$ cat src/rtl/clken_pkg.sv
package clken_pkg;
   localparam int SEL_W = 2;

   typedef enum logic [SEL_W-1:0] {
      SEL_ACCESS = 2'd0,
      SEL_UNIT   = 2'd1,
      SEL_TRACE  = 2'd2,
      SEL_SPARE  = 2'd3
   } reg_sel_e;
endpackage

$ cat src/rtl/clken_regs.sv
module clken_regs
   import clken_pkg::*;
#(
   parameter int NUM_ACC      = 2,
   parameter int ACC_W        = 2,
   parameter int DATA_W       = 8,
   parameter int UNIT_EN_BIT  = 0,
   parameter int TRACE_EN_BIT = 0
) (
   input  logic                     clk,
   input  logic                     rst_n,
   input  logic                     wr_en,
   input  logic [SEL_W-1:0]         wr_addr,
   input  logic [DATA_W-1:0]        wr_data,
   output logic [NUM_ACC*ACC_W-1:0] acc_o,
   output logic                     unit_en_o,
   output logic                     trace_en_o
);
   localparam int ACC_TOT = NUM_ACC * ACC_W;

   logic [ACC_TOT-1:0] acc_q;
   logic               unit_q;
   logic               trace_q;
   reg_sel_e           sel;
   logic               unused_wr_bits;

   assign sel            = reg_sel_e'(wr_addr);
   assign unused_wr_bits = ^wr_data;

   always_ff @(posedge clk or negedge rst_n) begin
      if (!rst_n) begin
         acc_q   <= '0;
         unit_q  <= 1'b0;
         trace_q <= 1'b0;
      end else if (wr_en) begin
         case (sel)
            SEL_ACCESS: acc_q   <= wr_data[ACC_TOT-1:0];
            SEL_UNIT:   unit_q  <= wr_data[UNIT_EN_BIT];
            SEL_TRACE:  trace_q <= wr_data[TRACE_EN_BIT];
            default:    ;
         endcase
      end
   end

   assign acc_o      = acc_q;
   assign unit_en_o  = unit_q;
   assign trace_en_o = trace_q;


   spare_write_chk: assert property (@(posedge clk) disable iff (!rst_n)
      (wr_en && wr_addr == SEL_SPARE) |=> ($stable(acc_q) && $stable(unit_q) && $stable(trace_q)));
endmodule

$ cat src/rtl/clken_grant.sv
module clken_grant #(
   parameter int NUM_ACC = 2,
   parameter int ACC_W   = 2
) (
   input  logic [NUM_ACC*ACC_W-1:0] acc_i,
   input  logic                     unit_en_i,
   output logic                     grant_o
);
   logic [NUM_ACC-1:0] field_ok;

   for (genvar i = 0; i < NUM_ACC; i++) begin : g_field
      assign field_ok[i] = |acc_i[i*ACC_W +: ACC_W];
   end

   assign grant_o = unit_en_i & (&field_ok);
endmodule

$ cat src/rtl/clken_occupancy.sv
module clken_occupancy #(
   parameter int OCC_W       = 4,
   parameter int HOLD_CYCLES = 1
) (
   input  logic             clk,
   input  logic             rst_n,
   input  logic [OCC_W-1:0] occ_i,
   output logic             active_o
);
   logic busy;
   assign busy = |occ_i;

   if (HOLD_CYCLES == 0) begin : g_no_tail
      assign active_o = busy;
   end else begin : g_tail
      localparam int HW = $clog2(HOLD_CYCLES + 1);
      logic [HW-1:0] hold_q;

      always_ff @(posedge clk or negedge rst_n) begin
         if (!rst_n)
            hold_q <= '0;
         else if (busy)
            hold_q <= HW'(HOLD_CYCLES);
         else if (hold_q != '0)
            hold_q <= hold_q - HW'(1);
      end

      assign active_o = busy | (|hold_q);


      drain_tail_chk: assert property (@(posedge clk) disable iff (!rst_n)
         $past(busy) |-> active_o);
   end
endmodule

$ cat src/rtl/clken_outreg.sv
module clken_outreg (
   input  logic clk,
   input  logic rst_n,
   input  logic grant_i,
   input  logic active_i,
   input  logic trace_i,
   output logic simd_en_o,
   output logic trace_en_o
);
   logic simd_q;
   logic trace_q;

   always_ff @(posedge clk or negedge rst_n) begin
      if (!rst_n) begin
         simd_q  <= 1'b0;
         trace_q <= 1'b0;
      end else begin
         simd_q  <= grant_i & active_i;
         trace_q <= trace_i;
      end
   end

   assign simd_en_o  = simd_q;
   assign trace_en_o = trace_q;


   simd_needs_grant_chk: assert property (@(posedge clk) disable iff (!rst_n)
      simd_q |-> $past(grant_i));


   simd_rise_busy_chk: assert property (@(posedge clk) disable iff (!rst_n)
      $rose(simd_q) |-> $past(active_i));


   simd_fall_cause_chk: assert property (@(posedge clk) disable iff (!rst_n)
      $fell(simd_q) |-> (!$past(grant_i) || !$past(active_i)));


   trace_rise_chk: assert property (@(posedge clk) disable iff (!rst_n)
      $rose(trace_q) |-> $past(trace_i));
endmodule

$ cat src/rtl/coproc_clken.sv
module coproc_clken
   import clken_pkg::*;
#(
   parameter int NUM_ACC      = 2,
   parameter int ACC_W        = 2,
   parameter int DATA_W       = 8,
   parameter int OCC_W        = 4,
   parameter int HOLD_CYCLES  = 1,
   parameter int UNIT_EN_BIT  = 0,
   parameter int TRACE_EN_BIT = 0
) (
   input  logic              clk,
   input  logic              rst_n,
   input  logic              wr_en,
   input  logic [1:0]        wr_addr,
   input  logic [DATA_W-1:0] wr_data,
   input  logic [OCC_W-1:0]  occ_count,
   output logic              simd_clk_en,
   output logic              trace_clk_en
);
   localparam int ACC_TOT = NUM_ACC * ACC_W;

   if (NUM_ACC < 1 || ACC_W < 1) begin : g_bad_fields
      $error("coproc_clken: NUM_ACC and ACC_W must be at least 1");
   end
   if (ACC_TOT > DATA_W) begin : g_bad_width
      $error("coproc_clken: access fields do not fit in DATA_W");
   end
   if (UNIT_EN_BIT >= DATA_W || TRACE_EN_BIT >= DATA_W) begin : g_bad_bit
      $error("coproc_clken: enable bit position outside DATA_W");
   end
   if (OCC_W < 1 || HOLD_CYCLES < 0 || HOLD_CYCLES > 255) begin : g_bad_occ
      $error("coproc_clken: OCC_W or HOLD_CYCLES out of range");
   end

   logic [ACC_TOT-1:0] acc;
   logic               unit_en;
   logic               trace_bit;
   logic               grant;
   logic               active;

   clken_regs #(
      .NUM_ACC(NUM_ACC), .ACC_W(ACC_W), .DATA_W(DATA_W),
      .UNIT_EN_BIT(UNIT_EN_BIT), .TRACE_EN_BIT(TRACE_EN_BIT)
   ) u_regs (
      .clk(clk), .rst_n(rst_n), .wr_en(wr_en), .wr_addr(wr_addr),
      .wr_data(wr_data), .acc_o(acc), .unit_en_o(unit_en), .trace_en_o(trace_bit)
   );

   clken_grant #(.NUM_ACC(NUM_ACC), .ACC_W(ACC_W)) u_grant (
      .acc_i(acc), .unit_en_i(unit_en), .grant_o(grant)
   );

   clken_occupancy #(.OCC_W(OCC_W), .HOLD_CYCLES(HOLD_CYCLES)) u_occ (
      .clk(clk), .rst_n(rst_n), .occ_i(occ_count), .active_o(active)
   );

   clken_outreg u_out (
      .clk(clk), .rst_n(rst_n), .grant_i(grant), .active_i(active),
      .trace_i(trace_bit), .simd_en_o(simd_clk_en), .trace_en_o(trace_clk_en)
   );


   unit_off_chk: assert property (@(posedge clk) disable iff (!rst_n)
      simd_clk_en |-> $past(unit_en));
endmodule

$ cat config.mk
export PLATFORM = sky130hd
export DESIGN_NAME = coproc_clken
export DESIGN_NICKNAME = d
export VERILOG_FILES = /design/src/rtl/clken_pkg.sv /design/src/rtl/clken_regs.sv /design/src/rtl/clken_grant.sv /design/src/rtl/clken_occupancy.sv /design/src/rtl/clken_outreg.sv /design/src/rtl/coproc_clken.sv
export SDC_FILE = /design/constraint.sdc
export NUM_CORES = 1
export LEC_CHECK = 0
export BUFFER_PORTS_ARGS = -buffer_cell sky130_fd_sc_hd__buf_2
export CAP_MARGIN = 0
export CORE_AREA = 2 2 39 41
export CTS_BUF_LIST = sky130_fd_sc_hd__clkbuf_4
export DETAILED_ROUTE_END_ITERATION = 8
export DIE_AREA = 0 0 41 43
export SYNTH_ARGS = -nofsm -noshare
export SYNTH_HDL_FRONTEND = slang
export SYNTH_SLANG_ARGS = --single-unit
$ cat constraint.sdc
create_clock -name clk -period 1.2 [get_ports clk]
set_clock_uncertainty 0.05 [all_clocks]
set_input_delay 0.12 -clock clk [delete_from_list [all_inputs] [get_ports clk]]
set_output_delay 0.12 -clock clk [all_outputs]
set_load 0.01 [all_outputs]
After elaboration in Yosys (flattened, before gate mapping). Index checks and enable logic that the tools add are counted.

Bits in registers: 9. Bits in writable memories: 0. Input port bits: 17. Bits in latches: 0. Word-level logic and storage cells: 22. Memory bits (read-only): 0. Memories: 0.

$mul: 0. Bitwise logic cells: 3. $add $sub $neg: 1. Mux-type cells: 2. Equal/unequal tests: 2. Divide/modulo/power cells: 0. Reductions and logical operators: 8. Shifts and indexed selects: 0. $lt $le $gt $ge: 0.

Operator list (count): AND reduction 2 bit (4); OR reduction 2 bit (2); OR reduction 4 bit (1); bitwise AND 1 bit (2); == test 2 x 1 -> 1 bit (second input constant) (1); == test 2 bit (second input constant) (1); zero test 2 bit (1); two-way mux 1 bit (2); OR 1 bit (1); subtractor 1 bit (second input constant) (1).

Longest topological paths before layout. Gate-level depths: netlist of run 1.

Depth after elaboration: 4. Depth in mapped cells: 2. Gate-level depth less buffers: 2.

Hierarchy. Synthesis of run 1 repeated with hierarchy kept, for this count alone.

Cell total of the unflattened synthesis: 22. Area total of the unflattened synthesis: 361.6 um^2.

By module, submodules not included: clken_regs (instances 1, area an instance 251.5 um^2, cells an instance 15); clken_outreg (instances 1, area an instance 56.3 um^2, cells an instance 3); clken_occupancy (instances 1, area an instance 42.5 um^2, cells an instance 3); clken_grant (instances 1, area an instance 11.3 um^2, cells an instance 1).

Worst setup path after synthesis of run 1. No wires, ideal clock.

Kind: input port to flip-flop. Start: input port occ_count[1]. End: register u_out.simd_q, in the netlist u_out.simd_en_o. Setup slack: 0.231 ns. Arrival: 0.800 ns. Cell stages on the path: 2. Data required time: 1.031 ns. Path through: or4_4 > o21a_1.

Longest elaborated chain between the ends: 3.

Ends and longest elaborated chain: from (decl) (RTL line coproc_clken.sv:17) `input logic [OCC_W-1:0] occ_count,`; OR reduction 4 bit (RTL line clken_occupancy.sv:11) `assign busy = |occ_i;`; OR 1 bit (RTL line clken_occupancy.sv:28) `assign active_o = busy | (|hold_q);`; bitwise AND 1 bit (RTL line clken_outreg.sv:18) `simd_q <= grant_i & active_i;`; to (signal assigned) (RTL line clken_outreg.sv:18); to (decl) (RTL line clken_outreg.sv:10) `logic simd_q;`.

No other way between the ends. A chain may end at the register's enable or synchronous reset.

Worst setup path after layout of run 1.
Start: register u_regs.acc_q[1], in the netlist u_regs.acc_o[1]. End: register u_out.simd_q, in the netlist u_out.simd_en_o.

Longest elaborated chain between the ends: 4.

Ends and longest elaborated chain: from (decl) (RTL line clken_regs.sv:21) `logic [ACC_TOT-1:0] acc_q;`; from (signal assigned) (RTL line clken_regs.sv:37) `SEL_ACCESS: acc_q <= wr_data[ACC_TOT-1:0];`; OR reduction 2 bit (RTL line clken_grant.sv:12) `assign field_ok[i] = |acc_i[i*ACC_W +: ACC_W];`; AND reduction 2 bit (RTL line clken_grant.sv:15) `assign grant_o = unit_en_i & (&field_ok);`; bitwise AND 1 bit (RTL line clken_grant.sv:15); bitwise AND 1 bit (RTL line clken_outreg.sv:18).

No other way between the ends.

==> impl_summary.txt, run 1 <==
----------------------------------------------------
[Finish]
  Proportion of layout cells with a drive suffix above 1 ... 67.5%
  Area added between synthesis and finish ... 37.1%
  Ant diodes ... 0
  Fill cell instance count of the final layout ... 131
  Post-layout util ... 34.7%
  Commonest cells after routing, fill and taps aside ... 14 x sky130_fd_sc_hd__buf_2, 9 x sky130_fd_sc_hd__dfrtp_1, 6 x sky130_fd_sc_hd__mux2_2, 4 x sky130_fd_sc_hd__clkbuf_4, 2 x sky130_fd_sc_hd__nand3b_1
  Number of nets at the end of the flow ... 58
  Finished Cell Area ... 480 µm²
  Commonest non-fill, non-tap cell in the layout ... sky130_fd_sc_hd__buf_2

[STA]
  Transition time at the pin with the least slew margin ... 0.337 ns
  Number of hold-slack violations in the final timing report ... 0
  Shortest clock period the worst path allows after layout ... 0.915 ns
  Fin. max-slew vios ... 0
  Final cycle utilization of the critical path ... 76.2%
  Relative slew slack ... 77.4%
  Final setup vio count ... 0
  F_max ... 1090 MHz
  Final-layout setup total negative slack ... 0 ns
  Unrepaired setup endpoints after global routing ... no

[Synth]
  Syn_area_per_cell ... 16.7 µm²
  Total nets after synthesis ... 38
  Fraction of the yosys area taken by sequential cells ... 64.3%
  Cell area after synthesis ... 350 µm²
  Warning count from the yosys run ... 0
  Synth cell types ... 7
  Flops & latches, synth ... 9
  Syn Inst Count ... 21

[Critical path]
  WS Path Type ... reg -> reg
  Data arrival time of the worst path ... 1.01 ns
  Max Fanout on Critical Path ... 2
  Kind of start point of the critical path ... flop
  Launch point of the worst path ... u_regs.acc_o[1]$_DFFE_PN0P_
  Depth of the most critical reg-to-reg path ... 2
  Crit path largest cell delay ... 0.38 ns
  Sequence of cells on the critical path ... o221a_2 > o21a_1
  Required time at the worst-slack endpoint ... 1.29 ns
  Logic depth of the worst path, buffers included ... 2
  Total buffers and inverters traversed by the critical path ... 0
  Family of cells with the greatest summed delay on the critical path ... flip-flops
  CP Capture Type ... flop
  Slowest cell on the critical path ... sky130_fd_sc_hd__dfrtp_1
  Reg-to-reg startpoint ... u_regs.acc_o[1]$_DFFE_PN0P_

[Clocking]
  Buffers inserted during post-CTS setup optimization ... 0
  Hold_buf cts ... 1
  H-Tree Level Count ... 1
  Latest clock arrival within the worst-skew pair ... 0.25 ns
  Num CTS Buffers ... 3
  Buffer type at the clock tree root ... sky130_fd_sc_hd__clkbuf_4
  TritonCTS clock tree ... built
  Clock transition at the registers of the reported paths ... 0.06 ns
  Post-cts gate resize count ... 0
  Clock Sinks ... 9
  Max Root-Sink Buffers ... 2

[Global routing]
  Largest net degree at the start of global routing ... 10
  Global-route usage over all layers ... 9.09%
  Global-route wire length before repair ... 959 µm
  Via count of the first global-routing pass ... 257
  Remaining global-route overflow ... 0
  Initial antenna violation count ... 0

[Placement]
  Instance area at placement ... 440 µm²
  Count of buffers from port buffering ... 14
  Placer congestion estimate ... 0.589

[Routing]
  First drt pass iteration count ... 2
  Vias per std cell ... 4.27
  DR WL/cell ... 10.3 µm
  Vias ... 239
  Antenna Nets Post-Route ... 0
  DR DRC count ... 0
  Starting DRC count in detailed routing ... 2
  Sum of routed wire length over all layers ... 574 µm

[Power]
  Peak supply drop ... 0.411 mV
  Leakage power total ... 0.000222 µW
  Power density of the placed cells ... 1530 mW/mm²

[Floorplanning]
  Width of the die ... 41 µm
  Initial Util ... 25.3%
  Die Y-Extent ... 43 µm
  DIE AREA ... 0.00176 mm²
  Placeable Area ... 0.00138 mm²
  Placement Rows ... 14
  Boundary pin count ... 19

[Status]
  Status ... complete, no violations

[Min path]
  Worst min-delay path category ... in -> reg
  Worst hold start ... occ_count[2]
  Depth of the worst hold-timing path ... 2

[Flow run]
  Max-capacitance violation count ... 0

----------------------------------------------------
-- power breakdown --
| group | switching [µW] | leakage [µW] | internal [µW] | total, µW |
|---|---|---|---|---|
| combinational | 40.6 | 0.0000982 | 71.3 | 112 |
| sequential | 21.3 | 0.000105 | 357 | 378 |
| clock | 97.2 | 0.0000184 | 150 | 247 |
-- layer usage --
| metal | wire, µm | vias to the layer above | GRT usage (%) |
|---|---|---|---|
| met4 | 27 | 0 | 12.0 |
| met1 | 222 | 112 | 8.52 |
| met2 | 293 | 7 | 12.5 |
| met5 | 0 | - | 0 |
| li1 | - | 118 | - |
| met3 | 31 | 2 | 3.14 |
-- worst reg2reg max path: stages (launching register included) --
cell and delay [ns]:
sky130_fd_sc_hd__dfrtp_1 0.38, sky130_fd_sc_hd__o221a_2 0.28, sky130_fd_sc_hd__o21a_1 0.10
-- stage by stage --
step / power [µW] / setup WS [ns] / hold WS [ns] / std cells
floorplan: 444 / 0.231 / -0.226 / 21
global placement: 494 / 0.0619 / -0.0706 / 51
detailed placement: 497 / 0.0583 / -0.0696 / 51
CTS: 750 / 0.278 / 0.0295 / 56
global route: 790 / 0.245 / 0.0250 / 56
finish: 737 / 0.285 / 0.0322 / 56
-- flip-flops by register name, indices dropped and copies added, names as in the netlist --
register and count:
u_regs.unit_en_o 1, u_out.simd_en_o 1, u_regs.trace_en_o 1, u_occ.g_tail.hold_q 1
u_regs.acc_o 4, u_out.trace_en_o 1
-- final cells by class --
cell class	instances	area, µm²	area share (%)
clock buffer	4	30.0	6.25
multi-input combinational	12	125	26.0
sequential	9	225	46.9
tap	16	20.0	4.17
timing repair buffer	15	80.1	16.7
-- cell families after synthesis --
logic type | Yosys count | share of synthesized area (%)
multiplexers | 6 | 19.3
flip-flops | 9 | 64.3
AND/OR/NAND/NOR | 4 | 11.1
AO/OA/AOI/OAI | 2 | 5.36
-- final timing paths --
path / end / slack, ns
max: u_out.simd_en_o$_DFF_PN0_ / 0.29
min: u_occ.g_tail.hold_q$_DFF_PN0_ / 0.03
min in group asynchronous: u_out.trace_en_o$_DFF_PN0_ / 0.19
min reg2reg: u_out.trace_en_o$_DFF_PN0_ / 0.33
max in group asynchronous: u_regs.acc_o[2]$_DFFE_PN0P_ / 0.73
max reg2reg: u_out.simd_en_o$_DFF_PN0_ / 0.29
-- Yosys cell counts --
cell type                  instances  area (µm²)
sky130_fd_sc_hd__nor3b_2           1        12.5
sky130_fd_sc_hd__mux2_2            6        67.6
sky130_fd_sc_hd__o21a_1            1        7.51
sky130_fd_sc_hd__o221a_2           1        11.3
sky130_fd_sc_hd__nand3b_1          2        15.0
sky130_fd_sc_hd__dfrtp_1           9         225
sky130_fd_sc_hd__or4_4             1        11.3
No activity file was read; power rests on OpenSTA's default activity.
==> inputs of run 2 (changes only) <==
--- a/config.mk
+++ b/config.mk
@@ -5,6 +5,7 @@
 export SDC_FILE = /design/constraint.sdc
 export NUM_CORES = 1
 export LEC_CHECK = 0
+export ABC_AREA = 1
 export BUFFER_PORTS_ARGS = -buffer_cell sky130_fd_sc_hd__buf_2
 export CAP_MARGIN = 0
 export CORE_AREA = 2 2 39 41
==> constraint.sdc (replaced) <==
create_clock -name clk -period 0.8 [get_ports clk]
set_clock_uncertainty 0.05 [all_clocks]
set_input_delay 0.08 -clock clk [delete_from_list [all_inputs] [get_ports clk]]
set_output_delay 0.08 -clock clk [all_outputs]
set_load 0.01 [all_outputs]
==> run 2 against run 1 <==
The run now ends with negative hold slack, negative setup slack left; final cell count increased by 38%; sequential power increased by 45%; critical path type is now reg -> out; critical endpoint is now trace_clk_en; via count increased by 30%; combinational power increased by 43%; global-route usage increased by 0.94 points; clock-buffer cell count unchanged; synthesized cell count increased by 100%; critical path depth decreased by 1; non-clock buffer count unchanged; clock power increased by 51%; design area increased by 5.7%; routed wire length increased by 11%.
==> impl_summary.txt, run 2 <==
----------------------------------------------------
[Status]
  Status ... finished with violations
  Violations in the final reports ... negative hold slack, negative setup slack

[Global routing]
  Largest net degree at the start of global routing ... 10
  Global-route usage over all layers ... 10.0%
  Global-route wire length before repair ... 1120 µm
  Via count of the first global-routing pass ... 305
  Remaining global-route overflow ... 0
  Initial antenna violation count ... 0

[Critical path]
  Register-to-register setup slack ... 0.07 ns
  Sequence of cells on the critical path ... buf_2
  Kind of start point of the critical path ... flop
  Total buffers and inverters traversed by the critical path ... 1
  CP Capture Type ... output port
  Family of cells with the greatest summed delay on the critical path ... flip-flops
  Slowest cell on the critical path ... sky130_fd_sc_hd__dfrtp_1
  Crit path largest cell delay ... 0.36 ns
  Max Fanout on Critical Path ... 1
  WS Path Type ... reg -> out
  Required time at the worst-slack endpoint ... 0.67 ns
  Data arrival time of the worst path ... 0.75 ns

[STA]
  Final-layout setup total negative slack ... -0.143 ns
  F_max ... 1140 MHz
  Final setup vio count ... 2
  Unrepaired setup endpoints after global routing ... yes
  Transition time at the pin with the least slew margin ... 0.199 ns
  Final-layout worst hold slack ... -0.00746 ns
  Min setup slack post-route ... -0.0754 ns
  Fin. max-slew vios ... 0
  Number of hold-slack violations in the final timing report ... 1
  Final cycle utilization of the critical path ... 109%
  Shortest clock period the worst path allows after layout ... 0.875 ns
  Relative slew slack ... 86.8%

[Routing]
  Vias ... 310
  Antenna Nets Post-Route ... 0
  Vias per std cell ... 4.03
  DR DRC count ... 0
  DR WL/cell ... 8.30 µm
  Sum of routed wire length over all layers ... 639 µm
  First drt pass iteration count ... 2
  Starting DRC count in detailed routing ... 3

[Synth]
  Total nets after synthesis ... 59
  Post-synth ARST share ... 100%
  Biggest area consumer among synthesized cells ... sky130_fd_sc_hd__dfrtp_1
  Syn Inst Count ... 42
  Area share of the largest cell type after synthesis ... 59.6%
  Most numerous cell types in the synthesized netlist ... 10 x sky130_fd_sc_hd__inv_1, 9 x sky130_fd_sc_hd__dfrtp_1, 9 x sky130_fd_sc_hd__nand2_1
  Cell area after synthesis ... 378 µm²
  Fraction of the yosys area taken by sequential cells ... 59.6%
  Most frequently used cell type in the post-synthesis netlist ... sky130_fd_sc_hd__inv_1
  Number of flops mapped to enable cells by yosys ... 0
  Largest cells by area after synthesis ... sky130_fd_sc_hd__dfrtp_1 60%, sky130_fd_sc_hd__inv_1 9.9%, sky130_fd_sc_hd__nand2_1 8.9%, sky130_fd_sc_hd__o21ai_1 6.6%, sky130_fd_sc_hd__nand3_4 4.6%
  Flops & latches, synth ... 9
  Predominant post-synthesis flop cell ... sky130_fd_sc_hd__dfrtp_1
  Syn_area_per_cell ... 9.00 µm²
  Warning count from the yosys run ... 0
  Synth cell types ... 8

[Floorplanning]
  Die Y-Extent ... 43 µm
  DIE AREA ... 0.00176 mm²
  Placeable Area ... 0.00138 mm²
  Boundary pin count ... 19
  Placement Rows ... 14
  Initial Util ... 27.3%
  Width of the die ... 41 µm

[Min path]
  Worst min-delay path category ... in -> reg

[Clocking]
  Num CTS Buffers ... 3
  Buffer type at the clock tree root ... sky130_fd_sc_hd__clkbuf_4
  TritonCTS clock tree ... built
  H-Tree Level Count ... 1
  Latest clock arrival within the worst-skew pair ... 0.25 ns
  Max Root-Sink Buffers ... 2
  Post-cts gate resize count ... 0
  Clock transition at the registers of the reported paths ... 0.06 ns
  Clock Sinks ... 9

[Placement]
  Instance area at placement ... 468 µm²
  Count of buffers from port buffering ... 14
  Placer congestion estimate ... 0.624
  HPWL after DPL ... 511 µm
  Cell count after placement ... 72

[Finish]
  Proportion of layout cells with a drive suffix above 1 ... 32.8%
  Number of nets at the end of the flow ... 79
  Finished Cell Area ... 508 µm²
  Ant diodes ... 0
  Cell Count, Final, Fillers Out ... 77
  Commonest cells after routing, fill and taps aside ... 14 x sky130_fd_sc_hd__buf_2, 10 x sky130_fd_sc_hd__inv_1, 9 x sky130_fd_sc_hd__nand2_1, 9 x sky130_fd_sc_hd__dfrtp_1, 5 x sky130_fd_sc_hd__o21ai_1
  Area added between synthesis and finish ... 34.4%
  Flip-flop count of the largest register after layout ... 4
  Commonest non-fill, non-tap cell in the layout ... sky130_fd_sc_hd__buf_2

[Power]
  Leakage power total ... 0.000283 µW
  Power density of the placed cells ... 2130 mW/mm²
  Peak supply drop ... 0.622 mV

[Flow run]
  Max-capacitance violation count ... 0

----------------------------------------------------
## run 2: cell count changes in the layout (fill, tap and decap cells not counted), sizes merged
cell    previous run  this run
mux2               6         0
o21a               1         0
nor3b              1         0
inv                0        10
o221a              1         0
nand3              0         4
nand2              0         9
or4                1         0
nand3b             2         0
nor2               0         4
o21ai              0         6
## run 2: power breakdown
group	leakage, µW	switching, µW	internal [µW]
registers	0.000110	28.4	519
logic	0.000154	84.1	76.2
clock network	0.0000184	148	225
## run 2: worst paths after layout
| kind | from | end | cells after the start |
|---|---|---|---|
| max | u_out.trace_en_o$_DFF_PN0_ | trace_clk_en | 1 |
| min | occ_count[0] | u_occ.g_tail.hold_q$_DFF_PN0_ | 3 |
| max reg2reg | u_regs.acc_o[1]$_DFFE_PN0P_ | u_out.simd_en_o$_DFF_PN0_ | 4 |
| min reg2reg | u_regs.trace_en_o$_DFFE_PN0P_ | u_out.trace_en_o$_DFF_PN0_ | 0 |
| max in group asynchronous | rst_n | u_regs.acc_o[0]$_DFFE_PN0P_ | 2 |
| min in group asynchronous | rst_n | u_regs.acc_o[2]$_DFFE_PN0P_ | 2 |
## run 2: cells by family (layout without fill, tap and decap cells)
kind of cell | Yosys count | count (layout) | synth area share [%]
simple gates | 17 | 17 | 21.5
buf+inv | 10 | 29 | 9.93
flops | 9 | 9 | 59.6
compound gates | 6 | 6 | 8.94
## run 2: cell type report
type | instances | area [µm²]
well taps | 16 | 20.0
multi-input cells | 23 | 115
flip-flops and latches | 9 | 225
repair buffers | 15 | 80.1
inverters | 10 | 37.5
fillers | 158 | 876
clock buffers | 4 | 30.0
## run 2: repair_timing
item                                    in CTS  in global routing
hold endpoints to repair                    10                  0
buffers inserted                             0                  0
hold buffers                                 1                  0
pin swaps                                    0                  1
endpoints found under the setup margin       2                  3
## run 2: layer usage
layer | global-route usage (%) | part of all wire, % | vias up
met3 | 1.57 | 4.5 | 4
met2 | 13.8 | 44 | 12
met4 | 12.0 | 6.4 | 0
met1 | 11.3 | 45 | 130
li1 | - | - | 164
met5 | 0 | 0 | -
## run 2: metrics by stage
stage          hold WS (ns)  utilization, %  power (µW)  setup WS, ns
6_report           -0.00746            36.7        1080       -0.0754
5_1_grt             0.00109            36.7        1160        -0.110
4_1_cts             -0.0101            36.7        1100       -0.0864
3_5_place_dp         -0.112            33.8         717        0.0642
3_3_place_gp         -0.113            33.8         711        0.0637
2_1_floorplan        -0.266               -         644        0.0927
==> inputs of run 3 (changes only) <==
--- a/config.mk
+++ b/config.mk
@@ -9,7 +9,7 @@
 export BUFFER_PORTS_ARGS = -buffer_cell sky130_fd_sc_hd__buf_2
 export CAP_MARGIN = 0
 export CORE_AREA = 2 2 39 41
-export CTS_BUF_LIST = sky130_fd_sc_hd__clkbuf_4
+export CTS_BUF_LIST = sky130_fd_sc_hd__clkbuf_8 sky130_fd_sc_hd__clkbuf_16
 export DETAILED_ROUTE_END_ITERATION = 8
 export DIE_AREA = 0 0 41 43
 export SYNTH_ARGS = -nofsm -noshare
==> run 3 against run 2 <==
The flow finishes with violations (negative setup slack); routed wire length is 3.6% higher; sequential power is essentially flat; core utilization increased by 1.1 points; final cell count is the same; clock power grew 36%; first-iteration DRC count did not move; critical endpoint unchanged.
==> impl_summary.txt, run 3 (synthesis results as in run 2) <==
----------------------------------------------------
[Finish]
  Finished Cell Area ... 523 µm²
  Area added between synthesis and finish ... 38.4%
  Flip-flop count of the largest register after layout ... 4
  Number of nets at the end of the flow ... 79
  Proportion of layout cells with a drive suffix above 1 ... 31.1%
  Post-layout util ... 37.8%
  Ant diodes ... 0
  Commonest cells after routing, fill and taps aside ... 14 x sky130_fd_sc_hd__buf_2, 11 x sky130_fd_sc_hd__inv_1, 9 x sky130_fd_sc_hd__nand2_1, 9 x sky130_fd_sc_hd__dfrtp_1, 5 x sky130_fd_sc_hd__o21ai_1
  Fill cell instance count of the final layout ... 163
  Commonest non-fill, non-tap cell in the layout ... sky130_fd_sc_hd__buf_2

[Clocking]
  Max Root-Sink Buffers ... 2
  Clock transition at the registers of the reported paths ... 0.04 ns
  H-Tree Level Count ... 1
  Clock Sinks ... 9
  TritonCTS clock tree ... built
  Num CTS Buffers ... 3
  Buffer type at the clock tree root ... sky130_fd_sc_hd__clkbuf_8
  Latest clock arrival within the worst-skew pair ... 0.23 ns

[Global routing]
  Largest net degree at the start of global routing ... 10
  Global-route usage over all layers ... 10.9%
  Initial antenna violation count ... 0
  Most used routing layer ... met4
  Global-route wire length before repair ... 1160 µm
  Met2 GRT Util ... 13.8%
  Global routing usage on met3 ... 3.14%
  Remaining global-route overflow ... 0
  Via count of the first global-routing pass ... 299
  Met1 GRT Util ... 11.3%

[Power]
  Leakage power total ... 0.000291 µW
  Overall Power ... 1220 µW
  Peak supply drop ... 0.634 mV
  Power density of the placed cells ... 2330 mW/mm²

[Critical path]
  Crit path largest cell delay ... 0.35 ns
  Max Fanout on Critical Path ... 1
  Slowest cell on the critical path ... sky130_fd_sc_hd__dfrtp_1
  Sequence of cells on the critical path ... buf_2
  WS Path Type ... reg -> out
  Total buffers and inverters traversed by the critical path ... 1
  CP Capture Type ... output port
  Family of cells with the greatest summed delay on the critical path ... flip-flops
  Required time at the worst-slack endpoint ... 0.67 ns
  Kind of start point of the critical path ... flop
  Data arrival time of the worst path ... 0.71 ns

[Status]
  Status ... finished with violations
  Violations in the final reports ... negative setup slack

[Placement]
  Count of buffers from port buffering ... 14
  Placer congestion estimate ... 0.624
  Instance area at placement ... 468 µm²
  HPWL after DPL ... 511 µm

[Floorplanning]
  Die Y-Extent ... 43 µm
  Width of the die ... 41 µm
  Placement Rows ... 14
  Initial Util ... 27.3%
  Placeable Area ... 0.00138 mm²
  Boundary pin count ... 19
  DIE AREA ... 0.00176 mm²

[Routing]
  DR WL/cell ... 8.60 µm
  Vias ... 310
  Starting DRC count in detailed routing ... 3
  First drt pass iteration count ... 3
  Vias per std cell ... 4.03
  Sum of routed wire length over all layers ... 662 µm
  DR DRC count ... 0
  Antenna Nets Post-Route ... 0

[STA]
  Min setup slack post-route ... -0.0434 ns
  Final cycle utilization of the critical path ... 105%
  Shortest clock period the worst path allows after layout ... 0.843 ns
  F_max ... 1190 MHz
  Final-layout worst hold slack ... 0.0190 ns
  Transition time at the pin with the least slew margin ... 0.199 ns
  Number of hold-slack violations in the final timing report ... 0
  Final-layout setup total negative slack ... -0.0813 ns
  Unrepaired setup endpoints after global routing ... yes
  Final setup vio count ... 2
  Fin. max-slew vios ... 0
  Relative slew slack ... 86.7%

[Min path]
  Worst min-delay path category ... in -> reg

[Flow run]
  Max-capacitance violation count ... 0

----------------------------------------------------
## run 3: changes by cell type in the layout (fill, tap and decap cells not counted), sizes merged
cell / delta
inv: +1
clkbuf: -1
## run 3: final timing paths
kind                                                    start                            end  slack [ns]  depth (start not counted)
worst max-delay path               u_out.trace_en_o$_DFF_PN0_                   trace_clk_en       -0.04                          1
worst min-delay path                             occ_count[0]  u_occ.g_tail.hold_q$_DFF_PN0_        0.02                          3
worst max register to register    u_regs.acc_o[1]$_DFFE_PN0P_      u_out.simd_en_o$_DFF_PN0_        0.07                          4
worst min register to register  u_regs.trace_en_o$_DFFE_PN0P_     u_out.trace_en_o$_DFF_PN0_        0.33                          0
max in group asynchronous                               rst_n  u_regs.trace_en_o$_DFFE_PN0P_        0.35                          2
min in group asynchronous                               rst_n    u_regs.acc_o[3]$_DFFE_PN0P_        0.17                          2
## run 3: final cells by class
| type | count | area (µm²) | share of cell area, % |
|---|---|---|---|
| multi-input combinational | 23 | 115 | 22.0 |
| timing repair buffer | 15 | 80.1 | 15.3 |
| clock inverter | 1 | 3.75 | 0.718 |
| inverter | 10 | 37.5 | 7.18 |
| tap | 16 | 20.0 | 3.83 |
| sequential | 9 | 225 | 43.1 |
| clock buffer | 3 | 41.3 | 7.89 |
## run 3: power breakdown
part	switching (µW)	internal (µW)	total (µW)
clock	173	334	507
sequential	28.1	521	549
combinational	84.8	76.2	161
## run 3: through the flow
stage / setup slack (ns) / instances
floorplan: 0.0927 / 42
global placement: 0.0637 / 72
detailed placement: 0.0642 / 72
CTS: -0.0520 / 77
global route: -0.0717 / 77
finish: -0.0434 / 77
## run 3: layer usage
layer / routed length, µm / part of all wire, %
met1: 289 / 44
met2: 278 / 42
met3: 37 / 5.6
met4: 57 / 8.6
met5: 0 / 0
## run 3: repair_timing
action / CTS / global route
hold buffers: 1 / 0
endpoints found under the setup margin: 2 / 3
cloned: 0 / 0
pin swaps: 0 / 1
hold endpoints to repair: 9 / 0
buffers inserted: 0 / 0
resized for setup: 0 / 0
